## src/rtl/pwm_fault_guard_pkg.sv

```systemverilog
package pwm_fault_guard_pkg;
  typedef enum logic [1:0] {
    DET_FALL = 2'b00,
    DET_RISE = 2'b01,
    DET_LOW  = 2'b10,
    DET_HIGH = 2'b11
  } det_mode_e;

  function automatic logic mode_is_level(det_mode_e m);
    return m[1];
  endfunction

  function automatic logic mode_active_level(det_mode_e m);
    return m[0];
  endfunction
endpackage

```

## src/rtl/pfg_sync.sv

```systemverilog
module pfg_sync #(
  parameter int STAGES = 2,
  parameter logic RST_VAL = 1'b1
) (
  input  logic clk,
  input  logic rst,
  input  logic d,
  output logic q
);
  logic [STAGES-1:0] chain;

  always_ff @(posedge clk) begin
    if (rst) chain <= {STAGES{RST_VAL}};
    else     chain <= {chain[STAGES-2:0], d};
  end

  assign q = chain[STAGES-1];
endmodule

```

## src/rtl/pfg_prescale.sv

```systemverilog
module pfg_prescale #(
  parameter int SEL_W = 3,
  localparam int CNT_W = (1 << SEL_W) - 1
) (
  input  logic             clk,
  input  logic             rst,
  input  logic [SEL_W-1:0] sel,
  output logic             strobe
);
  logic [CNT_W-1:0] cnt;
  logic [CNT_W-1:0] mask;

  always_comb begin
    mask = '0;
    for (int i = 0; i < CNT_W; i++) begin
      if (i < int'(sel)) mask[i] = 1'b1;
    end
  end

  always_ff @(posedge clk) begin
    if (rst) cnt <= '0;
    else     cnt <= cnt + 1'b1;
  end

  assign strobe = ((cnt & mask) == mask);
endmodule

```

## src/rtl/pfg_runlen.sv

```systemverilog
module pfg_runlen #(
  parameter int RUN_LEN = 6,
  parameter logic RST_LVL = 1'b1,
  localparam int RC_W = $clog2(RUN_LEN + 1)
) (
  input  logic clk,
  input  logic rst,
  input  logic strobe,
  input  logic din,
  output logic level
);
  logic [RC_W-1:0] run;

  always_ff @(posedge clk) begin
    if (rst) begin
      level <= RST_LVL;
      run   <= '0;
    end else if (strobe) begin
      if (din == level) begin
        run <= '0;
      end else if (run == RC_W'(RUN_LEN - 1)) begin
        level <= din;
        run   <= '0;
      end else begin
        run <= run + 1'b1;
      end
    end
  end
endmodule

```

## src/rtl/pfg_detect.sv

```systemverilog
module pfg_detect
  import pwm_fault_guard_pkg::*;
(
  input  logic      clk,
  input  logic      rst,
  input  logic      level,
  input  logic [1:0] act_type,
  input  logic      pwm_run,
  input  logic      det_en,
  input  logic      flag_clr,
  output det_mode_e mode,
  output logic      fault_nxt,
  output logic      fault_q,
  output logic      flag_q
);
  logic level_d;
  logic edge_hit;
  logic cond;
  logic flag_nxt;

  always_ff @(posedge clk) begin
    if (rst) begin
      mode    <= DET_FALL;
      level_d <= 1'b1;
    end else begin
      level_d <= level;
      if (!pwm_run) mode <= det_mode_e'(act_type);
    end
  end

  always_comb begin
    unique case (mode)
      DET_FALL: edge_hit = level_d & ~level;
      DET_RISE: edge_hit = ~level_d & level;
      default:  edge_hit = 1'b0;
    endcase
    if (mode_is_level(mode)) begin
      cond      = det_en & (level == mode_active_level(mode));
      fault_nxt = cond;
    end else begin
      cond      = det_en & edge_hit;
      fault_nxt = cond | (fault_q & ~flag_clr);
    end
    flag_nxt = cond | (flag_q & ~flag_clr);
  end

  always_ff @(posedge clk) begin
    if (rst) begin
      fault_q <= 1'b0;
      flag_q  <= 1'b0;
    end else begin
      fault_q <= fault_nxt;
      flag_q  <= flag_nxt;
    end
  end
endmodule

```

## src/rtl/pfg_outstage.sv

```systemverilog
module pfg_outstage #(
  parameter int NPH = 3
) (
  input  logic           clk,
  input  logic           rst,
  input  logic [NPH-1:0] drv,
  input  logic           pol,
  input  logic           kill,
  output logic [NPH-1:0] val,
  output logic [NPH-1:0] oe
);
  for (genvar g = 0; g < NPH; g++) begin : g_ph
    always_ff @(posedge clk) begin
      if (rst) begin
        val[g] <= 1'b0;
        oe[g]  <= 1'b0;
      end else begin
        val[g] <= drv[g] ^ pol;
        oe[g]  <= ~kill;
      end
    end
  end
endmodule

```

## src/rtl/pwm_fault_guard.sv

```systemverilog
module pwm_fault_guard
  import pwm_fault_guard_pkg::*;
#(
  parameter int NPH     = 3,
  parameter int SEL_W   = 3,
  parameter int RUN_LEN = 6,
  parameter int SYNC_N  = 2
) (
  input  logic             clk,
  input  logic             rst,
  input  logic             fault_pin,
  input  logic [SEL_W-1:0] filt_div_sel,
  input  logic [1:0]       act_type,
  input  logic             pwm_run,
  input  logic             det_en,
  input  logic             shut_en,
  input  logic             out_force_off,
  input  logic             pol_up,
  input  logic             pol_dn,
  input  logic             flag_clr,
  input  logic [NPH-1:0]   pwm_up,
  input  logic [NPH-1:0]   pwm_dn,
  output logic [NPH-1:0]   pwm_up_o,
  output logic [NPH-1:0]   pwm_dn_o,
  output logic [NPH-1:0]   pwm_up_oe,
  output logic [NPH-1:0]   pwm_dn_oe,
  output logic             fault_active,
  output logic             fault_flag
);
  logic      pin_s;
  logic      strobe;
  logic      filt;
  det_mode_e act_mode;
  logic      fault_nxt;
  logic      kill;

  pfg_sync #(.STAGES(SYNC_N), .RST_VAL(1'b1)) u_sync (
    .clk(clk), .rst(rst), .d(fault_pin), .q(pin_s)
  );

  pfg_prescale #(.SEL_W(SEL_W)) u_pre (
    .clk(clk), .rst(rst), .sel(filt_div_sel), .strobe(strobe)
  );

  pfg_runlen #(.RUN_LEN(RUN_LEN), .RST_LVL(1'b1)) u_filt (
    .clk(clk), .rst(rst), .strobe(strobe), .din(pin_s), .level(filt)
  );

  pfg_detect u_det (
    .clk(clk), .rst(rst), .level(filt), .act_type(act_type),
    .pwm_run(pwm_run), .det_en(det_en), .flag_clr(flag_clr),
    .mode(act_mode), .fault_nxt(fault_nxt), .fault_q(fault_active),
    .flag_q(fault_flag)
  );

  assign kill = out_force_off | (shut_en & fault_nxt);

  pfg_outstage #(.NPH(NPH)) u_up (
    .clk(clk), .rst(rst), .drv(pwm_up), .pol(pol_up), .kill(kill),
    .val(pwm_up_o), .oe(pwm_up_oe)
  );

  pfg_outstage #(.NPH(NPH)) u_dn (
    .clk(clk), .rst(rst), .drv(pwm_dn), .pol(pol_dn), .kill(kill),
    .val(pwm_dn_o), .oe(pwm_dn_oe)
  );
endmodule

```

## config.mk

```make
export PLATFORM = sky130hd
export DESIGN_NAME = pwm_fault_guard
export DESIGN_NICKNAME = d
export VERILOG_FILES = /design/src/rtl/pwm_fault_guard_pkg.sv /design/src/rtl/pfg_sync.sv /design/src/rtl/pfg_prescale.sv /design/src/rtl/pfg_runlen.sv /design/src/rtl/pfg_detect.sv /design/src/rtl/pfg_outstage.sv /design/src/rtl/pwm_fault_guard.sv
export SDC_FILE = /design/constraint.sdc
export NUM_CORES = 1
export LEC_CHECK = 0
export BUFFER_PORTS_ARGS = -buffer_cell sky130_fd_sc_hd__buf_2
export CORE_AREA = 10 10 66 68
export DETAILED_ROUTE_END_ITERATION = 10
export DIE_AREA = 0 0 76 78
export GPL_ROUTABILITY_DRIVEN = 0
export PLACE_DENSITY_LB_ADDON = 0.2
export SLEW_MARGIN = 20
export SYNTH_ARGS = -nofsm -noshare
export SYNTH_HDL_FRONTEND = slang
export SYNTH_SLANG_ARGS = --single-unit
```

## constraint.sdc

```tcl
create_clock -name clk -period 1.5 [get_ports clk]
set_clock_uncertainty 0.1 [all_clocks]
set_input_delay 0.075 -clock clk [delete_from_list [all_inputs] [get_ports clk]]
set_output_delay 0.075 -clock clk [all_outputs]
set_load 0.02 [all_outputs]
```

==> results.ini, run 1 <==
[run_status]
outcome=completed

[place]
dpl.cell_count=188
numPortBuffers=34
postPlaceCellArea_um2=1259
hpwl_mm=1.729

[logic_synthesis]
synth_top_area_cell=dfxtp_1
yosysWarningCount=0
yosysMostFrequentCell=dfxtp_1
ys_top_cells_by_area=dfxtp_1 (49%), nor2_1 (7.0%), xnor2_1 (6.0%)
syn_area_um2=1023
synthCells=108
synth-seq-cells=25
async_reset_ff_share_pct=0
ys_top_cells_by_count=dfxtp_1 (25), nor2_1 (19), xnor2_1 (7)
synth_top_area_share_pct=48.90
synth_cell_types=29
avgSynthCellArea_um2=9.477
ys.flop_type=dfxtp_1
syn_nets=130
synth_edf_count=0
yosysSeqAreaShare_pct=48.90

[floorplanning]
die_area_um2=5928
num_rows=21
core_um2=3179
ios=35
start_util_pct=32.19
fp.dieH_um=78
die_w_um=76

[global_routing]
grt_max_degree=17
grt_use_total_pct=8.153
grt-ovfl-total=0
grt_first_pass_wirelength_mm=4.015
grt_pass1_vias=967
antenna_found_initial=0

[sta]
drv_slew=0
setup_viol=0
layout_min_cycle_time_ns=1.469
rsz0062_at_grt=true
hold_slack_ns=0.08337
min_period_over_period_pct=97.93
finalHoldViolCount=0
fmaxAchievable_mhz=680.8
tightest_slew_ns=0.2797
relSlewSlack_pct=81.35

[routing]
drc_errors=0
antenna_left=0
num_vias=901
drt_wl_total_mm=2.407
vias_per_cell=4.191
routedWlPerCell_um=11.20
drt_iter0_markers=62
drtPass1Iterations=4

[power]
p_per_area_nw_per_um2=826.1
internal-power_uw=926.6
pwr-share-clk_pct=25.2
p_sw_uw=333.5
vdd_ir_drop_max_mv=0.4343
power_leakage_uw=0.0006606
seqPwrFrac_pct=56.1
power_frac_comb_pct=18.6
switching_share_pct=26.46

[clock_tree]
cts_num_sinks=25
cts_tree=built
cts_buffers=3
path_clk_slew_ns=0.15
clockRootBuffer=clkbuf_4
htreeDepth=1
cts_buffer_depth=2
clk-insertion-delay-late_ns=0.32

[worst_setup_path]
crit_arrival_ns=1.64
cpMaxStageDelayCell=or4_1
max_stage_delay_ns=0.42
path_cells=nand4_1, o21ai_1, nand4_1, or4_1, o21ai_1
startpoint_type=register
cp.buffers_inverters=0
critical_path_required_ns=1.67
r2r-end=u_filt.run[1]$_SDFFE_PP0N_
crit-reg2reg-launch=u_pre.cnt[3]$_SDFF_PP0_
ff2ff_path_depth=5
path_class=reg2reg
cp_top_family=simple AND/OR/NAND/NOR gates
crit_fanout=3
endpoint_kind=register
regToRegSetupSlack_ns=0.03

[worst_hold_path]
hold_path.class=in2reg
whs_path_depth=4
hold_path_startpoint=filt_div_sel[2]
whs_endpoint=u_filt.run[2]$_SDFFE_PP0N_

[cells_and_area]
utilization_pct=47.97
seq_area_um2=504.2
instances_no_fill=215
antenna_cells=0
multi_input_area_um2=475.5
n_fill_cell=310
nets=192
area_growth_syn_to_layout_pct=49.02
drive_gt1_share_pct=33.14
design_area_um2=1525

[job]
cap_viol_max_count=0

## layout make-up
class | instances | area share (%)
clock buffers | 3 | 1.477
well taps | 46 | 3.774
inverters | 2 | 0.4922
flip-flops and latches | 25 | 33.06
multi-input cells | 74 | 31.17
repair buffers | 64 | 29.53
clock inverters | 1 | 0.4922
## worst min-delay path, stage by stage
cell	delay, ns
buf_2	0.09
o21ai_1	0.07
nand4_1	0.14
o32ai_1	0.10
## power groups by stage
stage               logic, uW  clock network [uW]  registers, uW
global route              258                 365            711
floorplan                83.2                   0            742
finish                    235                 318            707
CTS                       233                 331            707
detailed placement        176                   0            721
global placement          173                   0            719
## layout by cell type (no fill, tap or decap)
cell type      instances
a211oi_1               1
a21boi_2               1
a21o_1                 1
a21oi_1                2
and3_2                 1
buf_2                 34
buf_4                  8
clkbuf_4               3
clkinvlp_4             1
dfxtp_1               22
dfxtp_2                3
dlygate4sd3_1         22
ha_1                   1
inv_1                  2
mux2i_1                4
nand2_1                3
nand2b_1               5
nand2b_2               1
nand3_1                5
nand4_1                2
nor2_1                19
nor2b_1                4
nor3_1                 1
nor3b_2                1
o21ai_0                2
o21ai_1                2
o221ai_2               1
o32ai_1                1
or2_2                  2
or2b_1                 1
or4_1                  1
xnor2_1                7
xor2_1                 5
## per-stage QoR
step | power, uW | setup TNS, ns | setup WS [ns]
finish | 1260 | 0 | 0.03103
global route | 1334 | -0.05934 | -0.05934
CTS | 1271 | 0 | 0.001116
detailed placement | 896.6 | 0 | 0.03001
global placement | 891.7 | 0 | 0.08651
floorplan | 824.8 | 0 | 0.08018
## how the worst max path moves through the flow
| stage | startpoint | endpoint | slack (ns) | cells after the start |
|---|---|---|---|---|
| after floorplan | u_pre.cnt[0]$_SDFF_PP0_ | u_filt.run[1]$_SDFFE_PP0N_ | 0.08 | 5 |
| after global placement | u_pre.cnt[0]$_SDFF_PP0_ | u_filt.run[1]$_SDFFE_PP0N_ | 0.09 | 5 |
| after detailed placement | u_pre.cnt[0]$_SDFF_PP0_ | u_filt.level$_SDFFE_PP1P_ | 0.03 | 5 |
| after CTS | u_pre.cnt[0]$_SDFF_PP0_ | u_filt.level$_SDFFE_PP1P_ | 0.001 | 5 |
| after global routing | u_pre.cnt[0]$_SDFF_PP0_ | u_filt.run[1]$_SDFFE_PP0N_ | -0.06 | 5 |
| final | u_pre.cnt[3]$_SDFF_PP0_ | u_filt.run[1]$_SDFFE_PP0N_ | 0.03 | 5 |
## registers in the layout (all words and copies together), names as in the netlist
name,cells
u_pre.cnt,7
u_dn.val,3
u_filt.run,3
u_up.val,3
u_det.mode,2
u_sync.chain,2
u_det.fault_q,1
u_det.flag_q,1
u_det.level_d,1
u_filt.level,1
u_up.oe,1
## routing by layer
layer	part of all wire, %	track usage (%)	vias to the layer above
li1	-	-	472
met3	9.1	4.263	4
met2	48	14.03	25
met4	1.1	3.409	0
met1	42	8.117	400
met5	0	0	-
## logic make-up (layout without fill, tap and decap cells)
kind of cell	after synthesis	after routing	share of synthesized area [%]
buffers and inverters	9	70	5.135
AOI/OAI and AO/OA	11	11	7.824
and+or+nand+nor	46	46	22.74
DFF	25	25	48.90
xor gates and xnor gates	12	12	10.27
muxes	4	4	3.912
adders and majority gates	1	1	1.222
## repair_timing
action | CTS | global route
hold buffers | 22 | 0
resized for setup | 0 | 4
endpoints found under the hold margin | 12 | 0
endpoints found under the setup margin | 0 | 2
buffers inserted | 0 | 1
(Power assumes the default switching activity.)
==> run 2: changes to the inputs <==
--- a/config.mk
+++ b/config.mk
@@ -11,6 +11,8 @@
 export DIE_AREA = 0 0 76 78
 export GPL_ROUTABILITY_DRIVEN = 0
 export PLACE_DENSITY_LB_ADDON = 0.2
+export SETUP_SLACK_MARGIN = 0.2
+export SKIP_LAST_GASP = 1
 export SLEW_MARGIN = 20
 export SYNTH_ARGS = -nofsm -noshare
 export SYNTH_HDL_FRONTEND = slang
==> run 2 against run 1 <==
  * Worst setup slack better by 0.024 ns
  * Core utilization down 1.7 points
  * Non-clock buffer count down 8
==> results.ini, run 2 (same netlist as run 1, synthesis figures left out) <==
[run_status]
outcome=completed  ; unchanged

[worst_setup_path]
ff2ff_path_depth=6  ; was 5
critical_path_required_ns=1.66  ; was 1.67 ns
cp.buffers_inverters=1  ; was 0
r2r-end=u_filt.level$_SDFFE_PP1P_  ; was u_filt.run[1]$_SDFFE_PP0N_
crit-reg2reg-launch=u_pre.cnt[0]$_SDFF_PP0_  ; was u_pre.cnt[3]$_SDFF_PP0_
crit_cells=6  ; was 5
cpMaxStageDelayCell=dfxtp_4  ; was or4_1
crit_start=u_pre.cnt[0]$_SDFF_PP0_  ; was u_pre.cnt[3]$_SDFF_PP0_
cp_top_family=flip-flops  ; was simple AND/OR/NAND/NOR gates
startpoint_type=register  ; unchanged
crit_arrival_ns=1.61  ; was 1.64 ns
endpoint_kind=register  ; unchanged
path_class=reg2reg  ; unchanged
crit_path_frequent_cell=nand4_1
crit_fanout=5  ; was 3
path_cells=nand4_1, o21ai_1, nand4_1, buf_4, nor3b_2, mux2i_1  ; was nand4_1, o21ai_1, nand4_1, or4_1, o21ai_1
regToRegSetupSlack_ns=0.06  ; was 0.03 ns
max_stage_delay_ns=0.39  ; was 0.42 ns

[cells_and_area]
largest_reg_flops=7  ; unchanged
n_fill_cell=310  ; unchanged
nets=184  ; was 192
final_common_cell=buf_2  ; unchanged
area_growth_syn_to_layout_pct=43.64  ; was 49.02%
antenna_cells=0  ; unchanged
final_cell_mix=buf_2 (34), dfxtp_1 (21), nor2_1 (19), dlygate4sd3_1 (16), xnor2_1 (7)  ; was buf_2 (34), dlygate4sd3_1 (22), dfxtp_1 (22), nor2_1 (19), buf_4 (8)
top_register=u_pre.cnt  ; unchanged
drive_gt1_share_pct=36.02  ; was 33.14%

[worst_hold_path]
whs_endpoint=u_pre.cnt[0]$_SDFF_PP0_  ; was u_filt.run[2]$_SDFFE_PP0N_
whs_path_depth=2  ; was 4
hold_path_startpoint=rst  ; was filt_div_sel[2]
hold_path.class=in2reg  ; unchanged

[power]
vdd_ir_drop_max_mv=0.5853  ; was 0.4343 mV
power_leakage_uw=0.0006272  ; was 0.0006606 uW
power_uw=1214  ; was 1260 uW
p_per_area_nw_per_um2=825.9  ; was 826.1 nW/um2

[sta]
hold_slack_ns=0.05779  ; was 0.08337 ns
finalHoldViolCount=0  ; unchanged
fmaxAchievable_mhz=692.1  ; was 680.8 MHz
setup_viol=0  ; unchanged
relSlewSlack_pct=70.83  ; was 81.35%
layout_min_cycle_time_ns=1.445  ; was 1.469 ns
tightest_slew_ns=0.4376  ; was 0.2797 ns
rsz0062_at_grt=true  ; unchanged
min_period_over_period_pct=96.33  ; was 97.93%
drv_slew=0  ; unchanged

[place]
hpwl_mm=1.656  ; was 1.729 mm
numPortBuffers=34  ; unchanged

[global_routing]
grt_pass1_vias=930  ; was 967
grt_use_total_pct=7.813  ; was 8.153%
antenna_found_initial=0  ; unchanged
grt_first_pass_wirelength_mm=3.870  ; was 4.015 mm
grt-ovfl-total=0  ; unchanged
grt_max_degree=27  ; was 17

[clock_tree]
cts_num_sinks=25  ; unchanged
path_clk_slew_ns=0.14  ; was 0.15 ns
cts_buffers=3  ; unchanged
clk-insertion-delay-late_ns=0.32  ; about the same
clockRootBuffer=clkbuf_4  ; unchanged
cts_buffer_depth=2  ; unchanged
cts_tree=built  ; unchanged
htreeDepth=1  ; unchanged

[floorplanning]
die_area_um2=5928  ; unchanged
fp.dieH_um=78  ; unchanged
start_util_pct=32.19  ; unchanged
core_um2=3179  ; unchanged
ios=35  ; unchanged
num_rows=21  ; unchanged
die_w_um=76  ; unchanged

[routing]
drtPass1Iterations=4  ; unchanged
vias_per_cell=4.261  ; was 4.191
num_vias=882  ; was 901
routedWlPerCell_um=11.17  ; was 11.20 um
antenna_left=0  ; unchanged
drt_iter0_markers=21  ; was 62
drc_errors=0  ; unchanged
drt_wl_total_mm=2.312  ; was 2.407 mm

[job]
cap_viol_max_count=0  ; unchanged

[run 2: metrics by stage]
stage	instances	utilization [%]	setup WS (ns)	setup TNS [ns]	area (um2)
after detailed placement	183	38.53	0.03068	0	1225
after floorplan	108	-	0.1595	0	1027
after global placement	183	38.53	0.08856	0	1225
after CTS	207	45.81	0.03467	0	1456
after global routing	207	46.24	-0.05410	-0.07136	1470
final	207	46.24	0.05504	0	1470
[run 2: worst max path at each step]
stage | to | slack, ns
6_report | u_filt.level$_SDFFE_PP1P_ | 0.06
5_1_grt | u_filt.level$_SDFFE_PP1P_ | -0.05
4_1_cts | u_filt.run[1]$_SDFFE_PP0N_ | 0.03
3_5_place_dp | u_filt.run[1]$_SDFFE_PP0N_ | 0.03
3_3_place_gp | u_filt.run[1]$_SDFFE_PP0N_ | 0.09
2_1_floorplan | u_filt.run[1]$_SDFFE_PP0N_ | 0.16
[run 2: cell type report]
class                   instances  area (um2)  share of cell area (%)
clock buffers                   3       22.52                   1.532
clock inverters                 1       7.507                  0.5106
inverters                       2       7.507                  0.5106
multi-input cells              74       489.2                   33.28
flip-flops and latches         25       510.5                   34.72
well taps                      46       57.56                   3.915
repair buffers                 56       375.4                   25.53
[run 2: routing by layer]
metal	part of all wire (%)	track usage (%)	routed length (um)	up-vias
li1	-	-	-	456
met1	38	7.105	887	397
met2	49	14.03	1139	25
met3	11	4.378	255	4
met4	1.3	3.409	29	0
met5	0	0	0	-
[run 2: power breakdown]
group	switching [uW]	internal, uW	total, uW
Clock	201	102	303
Combinational	96.2	107	203
Sequential	16.9	692	709
Total	314	900	1210
[run 2: worst reg2reg max path, cell delays in order (launching register included)]
cell and delay (ns):
dfxtp_4 0.39, nand4_1 0.09, o21ai_1 0.17, nand4_1 0.12, buf_4 0.16, nor3b_2 0.16, mux2i_1 0.19
[run 2: timing repair]
action	in CTS	in global routing
hold buffers	16	0
setup buffers	4	0
endpoints found under the setup margin	3	8
pin swaps	2	3
endpoints found under the hold margin	12	0
gates resized for setup	4	4
==> run 3: changes to the inputs <==
==> constraint.sdc (replaced) <==
create_clock -name clk -period 1.24 [get_ports clk]
set_clock_uncertainty 0.1 [all_clocks]
set_input_delay 0.062 -clock clk [delete_from_list [all_inputs] [get_ports clk]]
set_output_delay 0.062 -clock clk [all_outputs]
set_load 0.02 [all_outputs]
==> run 3 against run 2 <==
  * The run now ends with negative hold slack, negative setup slack left
  * Register-to-register slack got worse by 0.27 ns
  * Flip-flop and latch count did not move
  * Sequential power rose by 21%
  * Critical path depth fell by 1
  * First-iteration DRC count rose by 24%
  * Wire length rose by 8.0%
  * Via count rose by 5.4%
  * Count of clock-buffer cells in the layout rose by 1
  * Sequential share of layout area fell by 2.6 points
  * Worst setup slack got worse by 0.27 ns
  * Global-route usage rose by 0.055 points
  * Largest power group unchanged
==> results.ini, run 3 (same netlist as run 1, synthesis figures left out) <==
[run_status]
outcome=finished, violations left  ; was completed
violations=negative hold slack, negative setup slack

[worst_setup_path]
crit_arrival_ns=1.60  ; was 1.61 ns
path_cells=nand4_1, o21ai_2, nand4_1, or4_1, o21ai_1  ; was nand4_1, o21ai_1, nand4_1, buf_4, nor3b_2, mux2i_1
ff2ff_path_depth=5  ; was 6
cp.buffers_inverters=0  ; was 1
critical_path_required_ns=1.39  ; was 1.66 ns
startpoint_type=register  ; unchanged
r2r-end=u_filt.run[1]$_SDFFE_PP0N_  ; was u_filt.level$_SDFFE_PP1P_
regToRegSetupSlack_ns=-0.21  ; was 0.06 ns
crit_path_frequent_cell=nand4_1  ; unchanged
endpoint_kind=register  ; unchanged
cpMaxStageDelayCell=or4_1  ; was dfxtp_4
cp_top_family=simple AND/OR/NAND/NOR gates  ; was flip-flops
max_stage_delay_ns=0.42  ; was 0.39 ns
path_class=reg2reg  ; unchanged
crit-reg2reg-launch=u_pre.cnt[0]$_SDFF_PP0_  ; unchanged
crit_fanout=4  ; was 5

[sta]
rsz0062_at_grt=true  ; unchanged
layout_min_cycle_time_ns=1.451  ; was 1.445 ns
tightest_slew_ns=0.2144  ; was 0.4376 ns
setup_slack_ns=-0.2114  ; was 0.05504 ns
fmaxAchievable_mhz=689.0  ; was 692.1 MHz
min_period_over_period_pct=117.0  ; was 96.33%
drv_slew=0  ; unchanged
hold_slack_ns=-0.08666  ; was 0.05779 ns
finalHoldViolCount=7  ; was 0
relSlewSlack_pct=85.67  ; was 70.83%
setup_viol=3  ; was 0

[global_routing]
grt-ovfl-total=0  ; unchanged
grt_max_degree=14  ; was 27
grt_first_pass_wirelength_mm=4.002  ; was 3.870 mm
antenna_found_initial=0  ; unchanged
grt_use_total_pct=7.868  ; was 7.813%
grt_pass1_vias=988  ; was 930

[cells_and_area]
top_register=u_pre.cnt  ; unchanged
drive_gt1_share_pct=45.29  ; was 36.02%
largest_reg_flops=7  ; unchanged
nets=193  ; was 184
antenna_cells=0  ; unchanged
final_common_cell=buf_2  ; unchanged
final_cell_mix=buf_2 (34), nor2_1 (19), dfxtp_1 (17), dlygate4sd3_1 (16), buf_4 (10)  ; was buf_2 (34), dfxtp_1 (21), nor2_1 (19), dlygate4sd3_1 (16), xnor2_1 (7)
utilization_pct=50.26  ; was 46.24%
area_growth_syn_to_layout_pct=56.11  ; was 43.64%

[job]
cap_viol_max_count=0  ; unchanged

[clock_tree]
htreeDepth=1  ; unchanged
path_clk_slew_ns=0.13  ; was 0.14 ns
cts_buffers=3  ; unchanged
clk-insertion-delay-late_ns=0.30  ; was 0.32 ns
cts_tree=built  ; unchanged
cts_buffer_depth=2  ; unchanged
clockRootBuffer=clkbuf_4  ; unchanged
cts_num_sinks=25  ; unchanged
cts_hold_buf=16  ; unchanged

[power]
power_leakage_uw=0.0006806  ; was 0.0006272 uW
power_uw=1495  ; was 1214 uW
p_per_area_nw_per_um2=935.7  ; was 825.9 nW/um2
vdd_ir_drop_max_mv=0.4301  ; was 0.5853 mV

[worst_hold_path]
whs_endpoint=u_pre.cnt[0]$_SDFF_PP0_  ; unchanged
whs_path_depth=2  ; unchanged
hold_path_startpoint=rst  ; unchanged
hold_path.class=in2reg  ; unchanged

[routing]
num_vias=930  ; was 882
drt_wl_total_mm=2.496  ; was 2.312 mm
drc_errors=0  ; unchanged
drt_iter0_markers=26  ; was 21
drtPass1Iterations=4  ; unchanged
antenna_left=0  ; unchanged
routedWlPerCell_um=11.56  ; was 11.17 um
vias_per_cell=4.306  ; was 4.261

[floorplanning]
num_rows=21  ; unchanged
ios=35  ; unchanged
core_um2=3179  ; unchanged
die_area_um2=5928  ; unchanged
start_util_pct=32.19  ; unchanged
die_w_um=76  ; unchanged
fp.dieH_um=78  ; unchanged

[place]
hpwl_mm=1.729  ; was 1.656 mm
numPortBuffers=34  ; unchanged

run 3: through the flow:
step                      std cells  hold slack (ns)  TNS [ns]  setup slack [ns]  instance area (um2)
after floorplan                 108          0.02620   -0.1697          -0.09856                 1027
after global placement          191           0.1267   -0.2605           -0.1334                 1285
after detailed placement        191           0.1334   -0.3246           -0.1724                 1285
after CTS                       214         -0.09757   -0.5071           -0.1960                 1544
after global routing            216         -0.07366    -1.037           -0.3123                 1598
final                           216         -0.08666   -0.5713           -0.2114                 1598
run 3: repair_timing:
action                                 4_1_cts  5_1_grt
resized for setup                           12       11
endpoints found under the hold margin       19        7
setup endpoints to repair                   17       21
pin swaps                                    5        8
buffers inserted                             3        2
run 3: cell type report:
type / count / area (um2)
fillers: 311 / 1582
multi-input cells: 74 / 531.8
flip-flops and latches: 25 / 513.0
repair buffers: 65 / 461.7
well taps: 46 / 57.56
clock buffers: 4 / 26.28
inverters: 2 / 7.507
run 3: worst register-to-register path, delay by kind of cell (launching register included):
kind	cells	cell delay, ns
AND/OR/NAND/NOR	3	0.68
AO/OA/AOI/OAI	2	0.23
flip-flops	1	0.39
run 3: routing by layer:
layer / vias up / GRT usage [%] / routed length, um
met5: - / 0 / 0
met1: 421 / 7.989 / 993
met4: 0 / 2.841 / 15
li1: 480 / - / -
met3: 2 / 3.802 / 216
met2: 27 / 13.78 / 1270
run 3: worst max path at each step:
stage / from / endpoint / slack, ns / cells after the start
finish: u_pre.cnt[0]$_SDFF_PP0_ / u_filt.run[1]$_SDFFE_PP0N_ / -0.21 / 5
global route: u_pre.cnt[1]$_SDFF_PP0_ / u_filt.run[1]$_SDFFE_PP0N_ / -0.31 / 5
CTS: u_pre.cnt[1]$_SDFF_PP0_ / u_filt.run[1]$_SDFFE_PP0N_ / -0.20 / 5
detailed placement: u_pre.cnt[0]$_SDFF_PP0_ / u_filt.run[1]$_SDFFE_PP0N_ / -0.17 / 5
global placement: u_pre.cnt[0]$_SDFF_PP0_ / u_filt.run[1]$_SDFFE_PP0N_ / -0.13 / 5
floorplan: u_pre.cnt[0]$_SDFF_PP0_ / u_filt.run[1]$_SDFFE_PP0N_ / -0.1 / 5
run 3: where the power goes:
part           internal, uW  leakage, uW  switching [uW]  total (uW)
clock                   125    0.0000150             230         355
sequential              838     0.000208            19.6         858
combinational           151     0.000458             132         282
